### src/rtl/fir3_pkg.sv
package fir3_pkg;
  localparam int unsigned DATA_W = 12;
  localparam int unsigned COEF_W = 12;
  localparam int unsigned TAPS   = 3;

  function automatic int unsigned sum_width(int unsigned dw, int unsigned cw, int unsigned n);
    return dw + cw + $clog2(n);
  endfunction
endpackage

### src/rtl/fir3_coef_bank.sv
module fir3_coef_bank #(
  parameter int unsigned COEF_W = fir3_pkg::COEF_W,
  parameter int unsigned TAPS   = fir3_pkg::TAPS,
  parameter int unsigned ADDR_W = $clog2(TAPS + 1)
) (
  input  logic                         clk_i,
  input  logic                         rst_ni,
  input  logic [COEF_W-1:0]            wdata_i,
  input  logic [ADDR_W-1:0]            addr_i,
  input  logic                         we_i,
  output logic [TAPS-1:0][COEF_W-1:0]  coef_o
);
  logic [TAPS-1:0] load;

  // decoder: unused addresses match no slot
  for (genvar g = 0; g < TAPS; g++) begin : g_slot
    assign load[g] = we_i && (addr_i == ADDR_W'(g));

    always_ff @(posedge clk_i or negedge rst_ni) begin
      if (!rst_ni)      coef_o[g] <= '0;
      else if (load[g]) coef_o[g] <= wdata_i;
    end
  end
endmodule

### src/rtl/fir3_delay_line.sv
module fir3_delay_line #(
  parameter int unsigned DATA_W = fir3_pkg::DATA_W,
  parameter int unsigned TAPS   = fir3_pkg::TAPS
) (
  input  logic                         clk_i,
  input  logic                         rst_ni,
  input  logic [DATA_W-1:0]            sample_i,
  output logic [TAPS-1:0][DATA_W-1:0]  tap_o
);
  always_ff @(posedge clk_i or negedge rst_ni) begin
    if (!rst_ni) tap_o[0] <= '0;
    else         tap_o[0] <= sample_i;
  end

  for (genvar g = 1; g < TAPS; g++) begin : g_stage
    always_ff @(posedge clk_i or negedge rst_ni) begin
      if (!rst_ni) tap_o[g] <= '0;
      else         tap_o[g] <= tap_o[g-1];
    end
  end
endmodule

### src/rtl/fir3_mac_tree.sv
module fir3_mac_tree #(
  parameter int unsigned DATA_W = fir3_pkg::DATA_W,
  parameter int unsigned COEF_W = fir3_pkg::COEF_W,
  parameter int unsigned TAPS   = fir3_pkg::TAPS,
  parameter int unsigned SUM_W  = fir3_pkg::sum_width(DATA_W, COEF_W, TAPS)
) (
  input  logic [TAPS-1:0][DATA_W-1:0]  tap_i,
  input  logic [TAPS-1:0][COEF_W-1:0]  coef_i,
  output logic [SUM_W-1:0]             sum_o
);
  localparam int unsigned PROD_W = DATA_W + COEF_W;

  logic [TAPS-1:0][PROD_W-1:0] prod;

  for (genvar g = 0; g < TAPS; g++) begin : g_mul
    assign prod[g] = PROD_W'(tap_i[g]) * PROD_W'(coef_i[g]);
  end

  always_comb begin
    sum_o = '0;
    for (int i = 0; i < int'(TAPS); i++) sum_o = sum_o + SUM_W'(prod[i]);
  end
endmodule

### src/rtl/fir3_filter.sv
module fir3_filter #(
  parameter int unsigned DATA_W = fir3_pkg::DATA_W,
  parameter int unsigned COEF_W = fir3_pkg::COEF_W,
  parameter int unsigned TAPS   = fir3_pkg::TAPS,
  parameter int unsigned ADDR_W = $clog2(TAPS + 1)
) (
  input  logic              clk_i,
  input  logic              rst_ni,
  input  logic [DATA_W-1:0] sample_i,
  input  logic [COEF_W-1:0] coef_i,
  input  logic [ADDR_W-1:0] coef_addr_i,
  input  logic              coef_we_i,
  output logic [DATA_W-1:0] result_o
);
  localparam int unsigned SUM_W = fir3_pkg::sum_width(DATA_W, COEF_W, TAPS);

  logic [TAPS-1:0][DATA_W-1:0] tap_q;
  logic [TAPS-1:0][COEF_W-1:0] coef_q;
  logic [SUM_W-1:0]            sum;

  fir3_delay_line #(.DATA_W(DATA_W), .TAPS(TAPS)) u_line (
    .clk_i   (clk_i),
    .rst_ni  (rst_ni),
    .sample_i(sample_i),
    .tap_o   (tap_q)
  );

  fir3_coef_bank #(.COEF_W(COEF_W), .TAPS(TAPS), .ADDR_W(ADDR_W)) u_coef (
    .clk_i  (clk_i),
    .rst_ni (rst_ni),
    .wdata_i(coef_i),
    .addr_i (coef_addr_i),
    .we_i   (coef_we_i),
    .coef_o (coef_q)
  );

  fir3_mac_tree #(.DATA_W(DATA_W), .COEF_W(COEF_W), .TAPS(TAPS), .SUM_W(SUM_W)) u_mac (
    .tap_i (tap_q),
    .coef_i(coef_q),
    .sum_o (sum)
  );

  // keep the top DATA_W bits of the full-precision sum
  always_ff @(posedge clk_i or negedge rst_ni) begin
    if (!rst_ni) result_o <= '0;
    else         result_o <= sum[SUM_W-1 -: DATA_W];
  end
endmodule

### config.mk
export PLATFORM = sky130hd
export DESIGN_NAME = fir3_filter
export DESIGN_NICKNAME = d
export VERILOG_FILES = /design/src/rtl/fir3_pkg.sv /design/src/rtl/fir3_coef_bank.sv /design/src/rtl/fir3_delay_line.sv /design/src/rtl/fir3_mac_tree.sv /design/src/rtl/fir3_filter.sv
export SDC_FILE = /design/constraint.sdc
export NUM_CORES = 1
export LEC_CHECK = 0
export ABC_CLOCK_PERIOD_IN_PS = 8500
export BUFFER_PORTS_ARGS = -buffer_cell sky130_fd_sc_hd__buf_4
export CAP_MARGIN = 20
export CORE_MARGIN = 2
export CORE_UTILIZATION = 55
export DETAILED_ROUTE_END_ITERATION = 7
export MAX_ROUTING_LAYER = met4
export PLACE_DENSITY = 0.71
export SLEW_MARGIN = 0
export SYNTH_ARGS = -nofsm -noshare
export SYNTH_HDL_FRONTEND = slang
export SYNTH_SLANG_ARGS = --single-unit
### constraint.sdc
create_clock -name clk_i -period 8.5 [get_ports clk_i]
set_input_delay 0.425 -clock clk_i [delete_from_list [all_inputs] [get_ports clk_i]]
set_output_delay 0.425 -clock clk_i [all_outputs]
set_load 0.01 [all_outputs]
### Word-level counts from Yosys, hierarchy flattened

Index checks and enable logic that the tools add are counted.
Widths: inputs -> output; s select.

* register bits: 84
* output and inout bits: 12
* word-level logic and storage cells: 18

* $add $sub $neg: 2
* multiply operators: 3
* equality and inequality tests: 2
* reductions and logical operators: 4

Operators by type and width (number)
* $mul 12x12->24: 3
* $add 26x24->26: 1
* $add 24x24->25: 1
* $logic_and 1x1->1: 3
* $eq 2x1->1 const B: 1
* $eq 2x2->1 const B: 1
* $logic_not 2->1: 1

### Longest topological paths before layout

Gate-level depths: netlist of run 1.

* depth after elaboration: 3
* depth in mapped cells: 36
* gate-level depth less buffers: 35

### Hierarchy

Synthesis of run 1 repeated with hierarchy kept, for this count alone.

* cell total of the unflattened synthesis: 1878
* area total of the unflattened synthesis: 17834.6 sq um

Modules (own cells, without submodules)
* fir3_mac_tree: times used 1, cells each 1752, area each 15277.2 sq um
* fir3_coef_bank: times used 1, cells each 78, area each 1356.3 sq um
* fir3_delay_line: times used 1, cells each 36, area each 900.9 sq um
* fir3_filter: times used 1, cells each 12, area each 300.3 sq um

### Least setup slack after synthesis of run 1

OpenSTA, ideal clock, no wires.

* path type: flip-flop to flip-flop
* start point: register u_coef.coef_o[3] in the netlist's numbering
* end point: register result_o[11]
* arrival time: 9.077 ns
* required time: 8.432 ns
* slack: -0.645 ns
* cell stages (with the launch flop): 34
* path buffers: 1
* period minus slack after synthesis: 9.145 ns
* cell sequence: dfrtp_1 clkbuf_1 and2_1 fa_1 inv_1 fa_1 fa_1 inv_1 fa_1 fa_1 fa_1 inv_1 fa_1 inv_1 ha_1 or2_1 o31a_1 a31oi_2 nor2_1 o31a_1 fa_1 inv_1 fa_1 fa_1 fa_1 inv_1 ha_1 and3_1 nand4_1 nand4_1 nand4_1 and3b_1 or3_1 nand3_1

* word-level cells in the longest chain between the ends: 3

RTL lines
* from (decl): line fir3_coef_bank.sv:11 `output logic [TAPS-1:0][COEF_W-1:0] coef_o`
* from (signal, indexed assignment): line fir3_coef_bank.sv:21 `else if (load[g]) coef_o[g] <= wdata_i;`
* $mul 12x12->24: line fir3_mac_tree.sv:16 `assign prod[g] = PROD_W'(tap_i[g]) * PROD_W'(coef_i[g]);`
* $add 24x24->25: line fir3_mac_tree.sv:21 `for (int i = 0; i < int'(TAPS); i++) sum_o = sum_o + SUM_W'(prod[i]);`
* $add 26x24->26: line fir3_mac_tree.sv:21
* named net sum[25]: line fir3_filter.sv:19 `logic [SUM_W-1:0] sum;`
* to (signal assigned): line fir3_filter.sv:46 `else result_o <= sum[SUM_W-1 -: DATA_W];`
* to (decl): line fir3_filter.sv:13 `output logic [DATA_W-1:0] result_o`

The timed path passes the listed nets, and every way through them passes these cells.
A chain may end at the register's enable or synchronous reset.

### Worst setup path after layout of run 1

* start point: register u_coef.coef_o[13] in the netlist's numbering
* end point: register result_o[5]

Same word-level chain as after synthesis.

==> summary.txt, run 1 <==
Outcome - finished, violations left
Failing checks - setup timing
Final WS setup - -0.687 ns
Starting Density - 56.1%
RePlAce Congestion - 0.899
Synthesized area per cell - 9.59 sq um
Fill cells - 2546
Post-synthesis sequential area ratio - 12.2%
Layout cells sized above 1 - 16.6%
Cells after Synth - 1799
Startpoint types - flip-flop
Ys Warns - 0
FF-to-FF Start - u_coef.coef_o[13]$_DFFE_PN0P_
Core Box Area - 30700 sq um
Initial antenna violation count - 1
Library cells used by synthesis - 48
CP Capture Type - flip-flop
GRT overflow - 0
Post-CTS Hold Fix Bufs - 0
Placement Setup Slack - -0.813 ns
Top layer reached by signal wires - met4
Crit path DAT - 9.44 ns
Most frequent cell on the critical path - fa_1
RSZ-0062 raised after global routing - true
Placed cell count - 2299
Met3 wire length - 1.90 mm
Crit-path slowest cell - fa_1
Number of global-route vias before repair - 13.2k
EDFF count, synth - 0
Post-DP HPWL - 33.5 mm
WL met2 - 20.4 mm
Die Y - 181 um
Final period util - 108%
Synthesized area - 17300 sq um
Drt drc - 0
RR Endpoint - result_o[5]$_DFF_PN0_
CTS Root Cell - clkbuf_16
I/O pin cnt - 41
Worst R2R Setup Slack - -0.69 ns
Layout Cells excl Fill - 2337
TritonCTS buffer count - 9
Max cap viols - 0
Final hold viol count - 0
Area delta synth->final - 13.8%
Port bufs - 40
Die Wd - 181 um
Worst hold path class - input port to async pin
Core Util, Final - 63.9%
Antenna Violating Nets Remaining - 0
Number of setup violations in the final report - 11
Main synth FF type - dfrtp_1
Setup Skew - 0.00694 ns
Fin nets - 2502
Max clock buf depth - 2
Reg2reg path depth - 32
TritonCTS clock tree - done
Max-slew violation count - 0
Slew headroom - 27.0%
Vias - 12.1k
Final min period - 9.19 ns
Mapped Nets - 2365
CTS Sinks - 84
Async S/R FF share, synth - 100%
Avg WL per Cell - 17.1 um
DRT Wirelength - 40.1 mm
Most common cell after layout, fill and taps aside - inv_1
Met1 wire length - 16.8 mm
Clock Latency Late Sink - 0.37 ns
Die ar. - 32800 sq um
Crit path largest cell delay - 0.54 ns
Critical path buffers and inverters - 7
Placement Rows - 64
1st-pass router iterations - 5
CP required - 8.75 ns
Antenna cells - 0
Max Fanout on Critical Path - 6
Largest net degree at the start of global routing - 56
Max frequency - 0.109 GHz
Least-Margin Pin Slew - 1.09 ns
First-pass GRT wire length - 67.2 mm
Synthesized flop and latch total - 84
CTS clk-pin slew, worst paths - 0.07 ns
GRT Util Overall - 27.1%
CP Class - flip-flop to flip-flop
Initial DRC count - 680
Most frequent cells in the layout - 455 x inv_1, 363 x fa_1, 243 x nand2_1
CTS HTree Levels - 3
Post-DR vias/cell - 5.19
Top delay family on crit path - adder cells
[layer usage]
metal  vias up  global-route usage, %
met5         -                      -
met4         0                   6.96
met3        55                   3.57
met2       289                   45.7
met1      6273                   34.8
li1       5523                      -
[cell type report]
cell class	count	area, sq um	area share (%)
inverter	459	1720	8.77
multi-input combinational	1179	13400	68.3
clock buffer	11	243	1.24
sequential	84	2120	10.8
clock inverter	5	85.1	0.433
tap	396	495	2.52
timing repair buffer	203	1560	7.93
[flip-flops by register name, indices dropped and copies added (netlist names)]
register,flops
u_line.tap_o,36
result_o,12
u_coef.coef_o,36
[logic make-up after synthesis]
| kind of cell | share of synthesized area [%] |
|---|---|
| adder cells (fa/ha/maj) | 54.8 |
| buffers and inverters | 11.7 |
| AND/OR/NAND/NOR | 14.5 |
| flip-flops | 12.2 |
| AO/OA/AOI/OAI | 2.94 |
| multiplexers | 2.35 |
| XOR/XNOR | 1.52 |
[how the worst max path moves through the flow]
stage,start,end,slack (ns),cells after the start
5_1_grt,u_line.tap_o[17]$_DFF_PN0_,result_o[5]$_DFF_PN0_,-0.92,33
6_report,u_coef.coef_o[13]$_DFFE_PN0P_,result_o[5]$_DFF_PN0_,-0.69,32
3_5_place_dp,u_line.tap_o[16]$_DFF_PN0_,result_o[11]$_DFF_PN0_,-0.81,32
2_1_floorplan,u_coef.coef_o[12]$_DFFE_PN0P_,result_o[11]$_DFF_PN0_,-0.32,33
4_1_cts,u_line.tap_o[6]$_DFF_PN0_,result_o[11]$_DFF_PN0_,-0.69,32
3_3_place_gp,u_coef.coef_o[13]$_DFFE_PN0P_,result_o[11]$_DFF_PN0_,-0.62,32
[synth_stat cells, types with 4 or more instances]
cell type	number	area [sq um]
inv_1	459	1720
nor2b_1	6	37.5
nor2_1	17	63.8
mux2_2	36	405
o21ai_0	7	35.0
nand2_1	243	912
and3_1	6	37.5
a21o_1	10	75.1
o21ai_1	4	20.0
clkbuf_1	72	270
a21oi_1	23	115
dfrtp_1	84	2100
and2_1	197	1230
nand4_1	8	50.1
xnor2_1	21	184
xor2_1	9	78.8
fa_1	365	7310
ha_1	172	2150
nor3_1	6	30.0
nand3_1	11	55.1
buf_1	4	15.0
[repair_timing]
item	in CTS	in global routing
gates resized for setup	22	45
gates cloned	0	0
setup endpoints to repair	12	12
pin swaps	26	40
buffers inserted	9	13
[metrics by stage]
step           area [sq um]  hold slack [ns]  setup TNS, ns
5_1_grt               19600           0.0274          -9.16
2_1_floorplan         17300            0.129          -1.68
3_3_place_gp          18900            0.398          -5.07
6_report              19600          0.00315          -6.02
3_5_place_dp          18900            0.404          -7.06
4_1_cts               19300           0.0166          -6.47
Power of run 1 is not shown: default switching activity piles up to over one toggle a cycle in this logic, so the estimate is an artifact.
==> inputs of run 2 (changes only) <==
--- a/config.mk
+++ b/config.mk
@@ -12,7 +12,8 @@
 export CORE_UTILIZATION = 55
 export DETAILED_ROUTE_END_ITERATION = 7
 export MAX_ROUTING_LAYER = met4
-export PLACE_DENSITY = 0.71
+export PLACE_DENSITY = 0.74
+export SETUP_SLACK_MARGIN = 0.15
 export SLEW_MARGIN = 0
 export SYNTH_ARGS = -nofsm -noshare
 export SYNTH_HDL_FRONTEND = slang
==> summary.txt, run 2 (synthesis gave the netlist of run 1 again) <==
Outcome - finished, violations left
Failing checks - setup timing
Crit path DAT - 9.48 ns (+0.04 ns)
Reg2reg path depth - 32 (unchanged)
I/O pin cnt - 41 (unchanged)
First-pass GRT wire length - 67.2 mm (+0.11%)
Layout cells sized above 1 - 15.8% (-0.86 points)
Max Fanout on Critical Path - 7 (+1)
RR Endpoint - result_o[11]$_DFF_PN0_
Slew headroom - 24.1% (-2.9 points)
Crit-path slowest cell - fa_1
FF/Latch Area - 2120 sq um (-0.24%)
Starting Density - 56.1% (unchanged)
Least-Margin Pin Slew - 1.14 ns (+0.0428 ns)
CTS HTree Levels - 3 (unchanged)
Initial antenna violation count - 1 (unchanged)
GRT overflow - 0 (unchanged)
Placed cell count - 2303 (+0.17%)
Setup Skew - 0.00849 ns (+0.00155 ns)
Port bufs - 40 (unchanged)
Grt met3 use - 2.42% (-1.1 points)
Multi-input gate area - 13400 sq um (-0.43%)
Crit path to - result_o[11]$_DFF_PN0_
Core Box Area - 30700 sq um (unchanged)
Worst hold path class - input port to async pin
Clock Latency Late Sink - 0.37 ns (about the same)
Placement Setup Slack - -0.878 ns (-0.0655 ns)
Antenna cells - 0 (unchanged)
Placement Rows - 64 (unchanged)
Largest registers - u_coef.coef_o (36), u_line.tap_o (36), result_o (12)
Startpoint types - flip-flop
1st-pass router iterations - 5 (unchanged)
Avg WL per Cell - 17.2 um (+0.56%)
Setup TNS - -5.70 ns (+0.318 ns)
DRT Wirelength - 40.1 mm (+0.22%)
Met2 global-route usage - 45.9% (+0.17 points)
CTS clk-pin slew, worst paths - 0.07 ns (about the same)
FF-to-FF Start - u_coef.coef_o[12]$_DFFE_PN0P_
TritonCTS buffer count - 9 (unchanged)
RSZ-0062 raised after global routing - true
Die ar. - 32800 sq um (unchanged)
TritonCTS clock tree - done
Antenna Violating Nets Remaining - 0 (unchanged)
Drt drc - 0 (unchanged)
Worst R2R Setup Slack - -0.67 ns (+0.02 ns)
Busiest layer in global routing - met2
Die Y - 181 um (unchanged)
Max cap viols - 0 (unchanged)
Most frequent cell on the critical path - fa_1
Final period util - 108% (-0.22 points)
Most frequent cells in the layout - 455 x inv_1, 365 x fa_1, 243 x nand2_1
CP Class - flip-flop to flip-flop
Max-slew violation count - 0 (unchanged)
Final WS setup - -0.668 ns (+0.0186 ns)
Vias - 12.2k (+0.16%)
Crit path largest cell delay - 0.57 ns (+0.03 ns)
Number of global-route vias before repair - 13.2k (+0.43%)
Number of setup violations in the final report - 11 (unchanged)
Post-DP HPWL - 34.0 mm (+1.6%)
CTS Root Cell - clkbuf_16
Area delta synth->final - 12.9%
M1 GR Usage - 35.3% (+0.43 points)
Most common cell after layout, fill and taps aside - inv_1
CP Capture Type - flip-flop
CTS Sinks - 84 (unchanged)
Worst setup path start - u_coef.coef_o[12]$_DFFE_PN0P_
Initial DRC count - 654 (-3.8%)
Largest net degree at the start of global routing - 56 (unchanged)
Post-DR vias/cell - 5.22 (+0.50%)
Fill cells - 2522 (-0.94%)
Die Wd - 181 um (unchanged)
GRT Util Overall - 27.1% (about the same)
Final hold viol count - 0 (unchanged)
Post-CTS Hold Fix Bufs - 0 (unchanged)
CP required - 8.81 ns (+0.06 ns)
Max clock buf depth - 2 (unchanged)
Fin nets - 2494 (-0.32%)
Layout Cells excl Fill - 2329 (-0.34%)
Max frequency - 0.109 GHz (+0.20%)
Final min period - 9.17 ns (-0.0186 ns)
RePlAce Congestion - 0.926 (+3.0%)
[run 2: area by class of cell]
cell class | instances | area share [%]
timing repair buffer | 195 | 7.65
tap | 396 | 2.54
sequential | 84 | 10.9
multi-input combinational | 1179 | 68.6
clock buffer | 10 | 1.18
clock inverter | 6 | 0.372
inverter | 459 | 8.84
[run 2: critical path, delay by kind of cell (launching register included)]
kind / cells / cell delay (ns)
DFF: 1 / 0.44
AOI/OAI and AO/OA: 3 / 0.66
buffers and inverters: 6 / 0.28
adders and majority gates: 13 / 5.96
and+or+nand+nor: 10 / 1.76
[run 2: stage by stage]
stage / hold slack [ns] / area (sq um) / util (%)
floorplan: 0.129 / 17300 / -
global placement: 0.405 / 18900 / 61.5
detailed placement: 0.411 / 18900 / 61.5
CTS: 0.0168 / 19300 / 62.7
global route: 0.0350 / 19500 / 63.4
finish: 0.00368 / 19500 / 63.4
[run 2: layer usage]
layer / up-vias / part of all wire (%)
met5: - / 0
met4: 0 / 2.2
met3: 56 / 4.1
met2: 299 / 52
met1: 6297 / 42
li1: 5507 / -
[run 2: what timing repair did]
item,4_1_cts,5_1_grt
setup endpoints to repair,12,12
pin swaps,21,20
gates resized for setup,17,33
setup buffers,4,6
[run 2: worst min path at each step]
| stage | depth (start not counted) | slack [ns] | to | start |
|---|---|---|---|---|
| 6_report | 1 | 0.004 | result_o[6]$_DFF_PN0_ | rst_ni |
| 5_1_grt | 1 | 0.04 | result_o[6]$_DFF_PN0_ | rst_ni |
| 4_1_cts | 1 | 0.02 | result_o[6]$_DFF_PN0_ | rst_ni |
| 3_5_place_dp | 1 | 0.41 | result_o[6]$_DFF_PN0_ | rst_ni |
| 3_3_place_gp | 1 | 0.40 | result_o[6]$_DFF_PN0_ | rst_ni |
| 2_1_floorplan | 0 | 0.13 | result_o[0]$_DFF_PN0_ | rst_ni |
Power of run 2 is left out for the same reason.
==> inputs of run 3 (changes only) <==
--- a/config.mk
+++ b/config.mk
@@ -8,11 +8,13 @@
 export ABC_CLOCK_PERIOD_IN_PS = 8500
 export BUFFER_PORTS_ARGS = -buffer_cell sky130_fd_sc_hd__buf_4
 export CAP_MARGIN = 20
+export CELL_PAD_IN_SITES_DETAIL_PLACEMENT = 1
+export CELL_PAD_IN_SITES_GLOBAL_PLACEMENT = 2
 export CORE_MARGIN = 2
-export CORE_UTILIZATION = 55
+export CORE_UTILIZATION = 39
 export DETAILED_ROUTE_END_ITERATION = 7
 export MAX_ROUTING_LAYER = met4
-export PLACE_DENSITY = 0.74
+export PLACE_DENSITY_LB_ADDON = 0.1
 export SETUP_SLACK_MARGIN = 0.15
 export SLEW_MARGIN = 0
 export SYNTH_ARGS = -nofsm -noshare
==> summary.txt, run 3 (synthesis gave the netlist of run 1 again) <==
Outcome - finished, violations left
Failing checks - setup timing
Placement Rows - 77 (+20%)
Least-Margin Pin Slew - 0.975 ns (-0.161 ns)
Max-slew violation count - 0 (unchanged)
Largest registers - u_coef.coef_o (36), u_line.tap_o (36), result_o (12)
Fin nets - 2518 (+0.96%)
Starting Density - 39.3% (-17 points)
Final period util - 108% (about the same)
Initial antenna violation count - 3 (+2)
Area delta synth->final - 16.3%
Layout Cells excl Fill - 2552 (+9.6%)
Die Wd - 214 um (+18%)
I/O pin cnt - 41 (unchanged)
Max cap viols - 0 (unchanged)
Most frequent cells in the layout - 455 x inv_1, 365 x fa_1, 243 x nand2_1
CTS HTree Levels - 3 (unchanged)
Largest net degree at the start of global routing - 50 (-11%)
Die Y - 214 um (+18%)
Port bufs - 40 (unchanged)
Max clock buf depth - 2 (unchanged)
1st-pass router iterations - 4 (-1)
First-pass GRT wire length - 78.2 mm (+16%)
Fill cells - 5062 (+100%)
Initial DRC count - 419 (-36%)
Max frequency - 0.109 GHz (about the same)
RePlAce Congestion - 0.821 (-11%)
Layout cells sized above 1 - 17.7% (+2.0 points)
Number of setup violations in the final report - 12 (+1)
Placed cell count - 2514 (+9.2%)
CTS Root Cell - clkbuf_16
Most frequent cell on the critical path - fa_1
Startpoint types - flip-flop
Crit path DAT - 9.50 ns (+0.02 ns)
Worst hold slack - 0.0845 ns (+0.0808 ns)
Avg WL per Cell - 18.6 um (+7.7%)
Dpl cell area - 19300 sq um (+2.0%)
Vias - 12.0k (-1.4%)
GRT overflow - 0 (unchanged)
Most common cell after layout, fill and taps aside - inv_1
Worst hold path class - input port to async pin
CTS clk-pin slew, worst paths - 0.07 ns (about the same)
CTS Sinks - 84 (unchanged)
Final WS setup - -0.673 ns (-0.00485 ns)
Die ar. - 45900 sq um (+40%)
Crit path largest cell delay - 0.54 ns (-0.03 ns)
Post-DP HPWL - 40.6 mm (+19%)
Setup Skew - 0.0144 ns (+0.00590 ns)
Crit-path slowest cell - fa_1
Clock Latency Late Sink - 0.40 ns (+0.03 ns)
Final hold viol count - 0 (unchanged)
Antenna Violating Nets Remaining - 0 (unchanged)
CP Capture Type - flip-flop
Drt drc - 0 (unchanged)
TritonCTS buffer count - 9 (unchanged)
Slew headroom - 34.8% (+11 points)
Post-route cell area - 20100 sq um (+3.0%)
Post-CTS Hold Fix Bufs - 0 (unchanged)
Number of global-route vias before repair - 14.0k (+6.0%)
GRT Util Overall - 23.0% (-4.1 points)
CP required - 8.83 ns (+0.02 ns)
Core Box Area - 43900 sq um (+43%)
Post-DR vias/cell - 4.70 (-10%)
DRT Wirelength - 47.4 mm (+18%)
CP Class - flip-flop to flip-flop
Max Fanout on Critical Path - 5 (-2)
RSZ-0062 raised after global routing - true
TritonCTS clock tree - done
Final min period - 9.17 ns (+0.00485 ns)
run 3: cell types whose count changed in the layout (fill, tap and decap cells not counted), moves of 2 or more:
| cell | previous run | this run |
|---|---|---|
| buf_4 | 191 | 207 |
| dfrtp_1 | 73 | 64 |
| dfrtp_2 | 11 | 20 |
| buf_6 | 1 | 8 |
| diode_2 | 0 | 3 |
| ha_4 | 7 | 10 |
| a21oi_1 | 16 | 14 |
| a21oi_4 | 1 | 3 |
| ha_1 | 164 | 162 |
| inv_6 | 2 | 0 |
| o21ai_2 | 3 | 5 |
run 3: worst paths after layout:
check | end | from | depth (start not counted) | slack (ns)
min reg2reg | u_line.tap_o[32]$_DFF_PN0_ | u_line.tap_o[20]$_DFF_PN0_ | 1 | 0.60
max in group asynchronous | u_line.tap_o[3]$_DFF_PN0_ | rst_ni | 2 | 7.28
min in group clk_i | u_line.tap_o[11]$_DFF_PN0_ | sample_i[11] | 1 | 0.13
max | result_o[11]$_DFF_PN0_ | u_line.tap_o[6]$_DFF_PN0_ | 33 | -0.67
min | result_o[10]$_DFF_PN0_ | rst_ni | 1 | 0.08
max reg2reg | result_o[11]$_DFF_PN0_ | u_line.tap_o[6]$_DFF_PN0_ | 33 | -0.67
run 3: what timing repair did:
| action | 4_1_cts | 5_1_grt |
|---|---|---|
| endpoints found under the setup margin | 12 | 12 |
| resized for setup | 42 | 35 |
| endpoints found under the hold margin | 0 | 0 |
| setup buffers | 10 | 9 |
| pin swaps | 28 | 45 |
run 3: metrics by stage:
stage,utilization [%],TNS (ns),setup slack (ns)
3_5_place_dp,43.9,-8.59,-0.922
2_1_floorplan,-,-1.68,-0.316
5_1_grt,45.7,-9.94,-0.983
3_3_place_gp,43.9,-7.48,-0.804
6_report,45.7,-6.51,-0.673
4_1_cts,45.2,-7.48,-0.746
run 3: layout make-up:
cell class                      count  area (sq um)  area share (%)
Antenna cell                        3          7.51          0.0374
Clock buffer                       10           229            1.14
Clock inverter                      6          88.8           0.443
Inverter                          459          1720            8.59
Multi-Input combinational cell   1179         13400            66.9
Sequential cell                    84          2130            10.6
Tap cell                          592           741            3.69
Timing Repair Buffer              219          1720            8.57
run 3: critical path, delay by kind of cell (launching register included):
family | cells | cell delay, ns
buf+inv | 7 | 0.42
flops | 1 | 0.40
simple gates | 10 | 1.67
compound gates | 3 | 0.69
fa+ha+maj | 13 | 5.91
run 3: per-layer routing:
layer / wire, um / global-route usage, %
met1: 20900 / 29.3
met2: 24400 / 39.5
met3: 1180 / 2.35
met4: 890 / 5.53
met5: 0 / -
Power of run 3 is left out for the same reason.
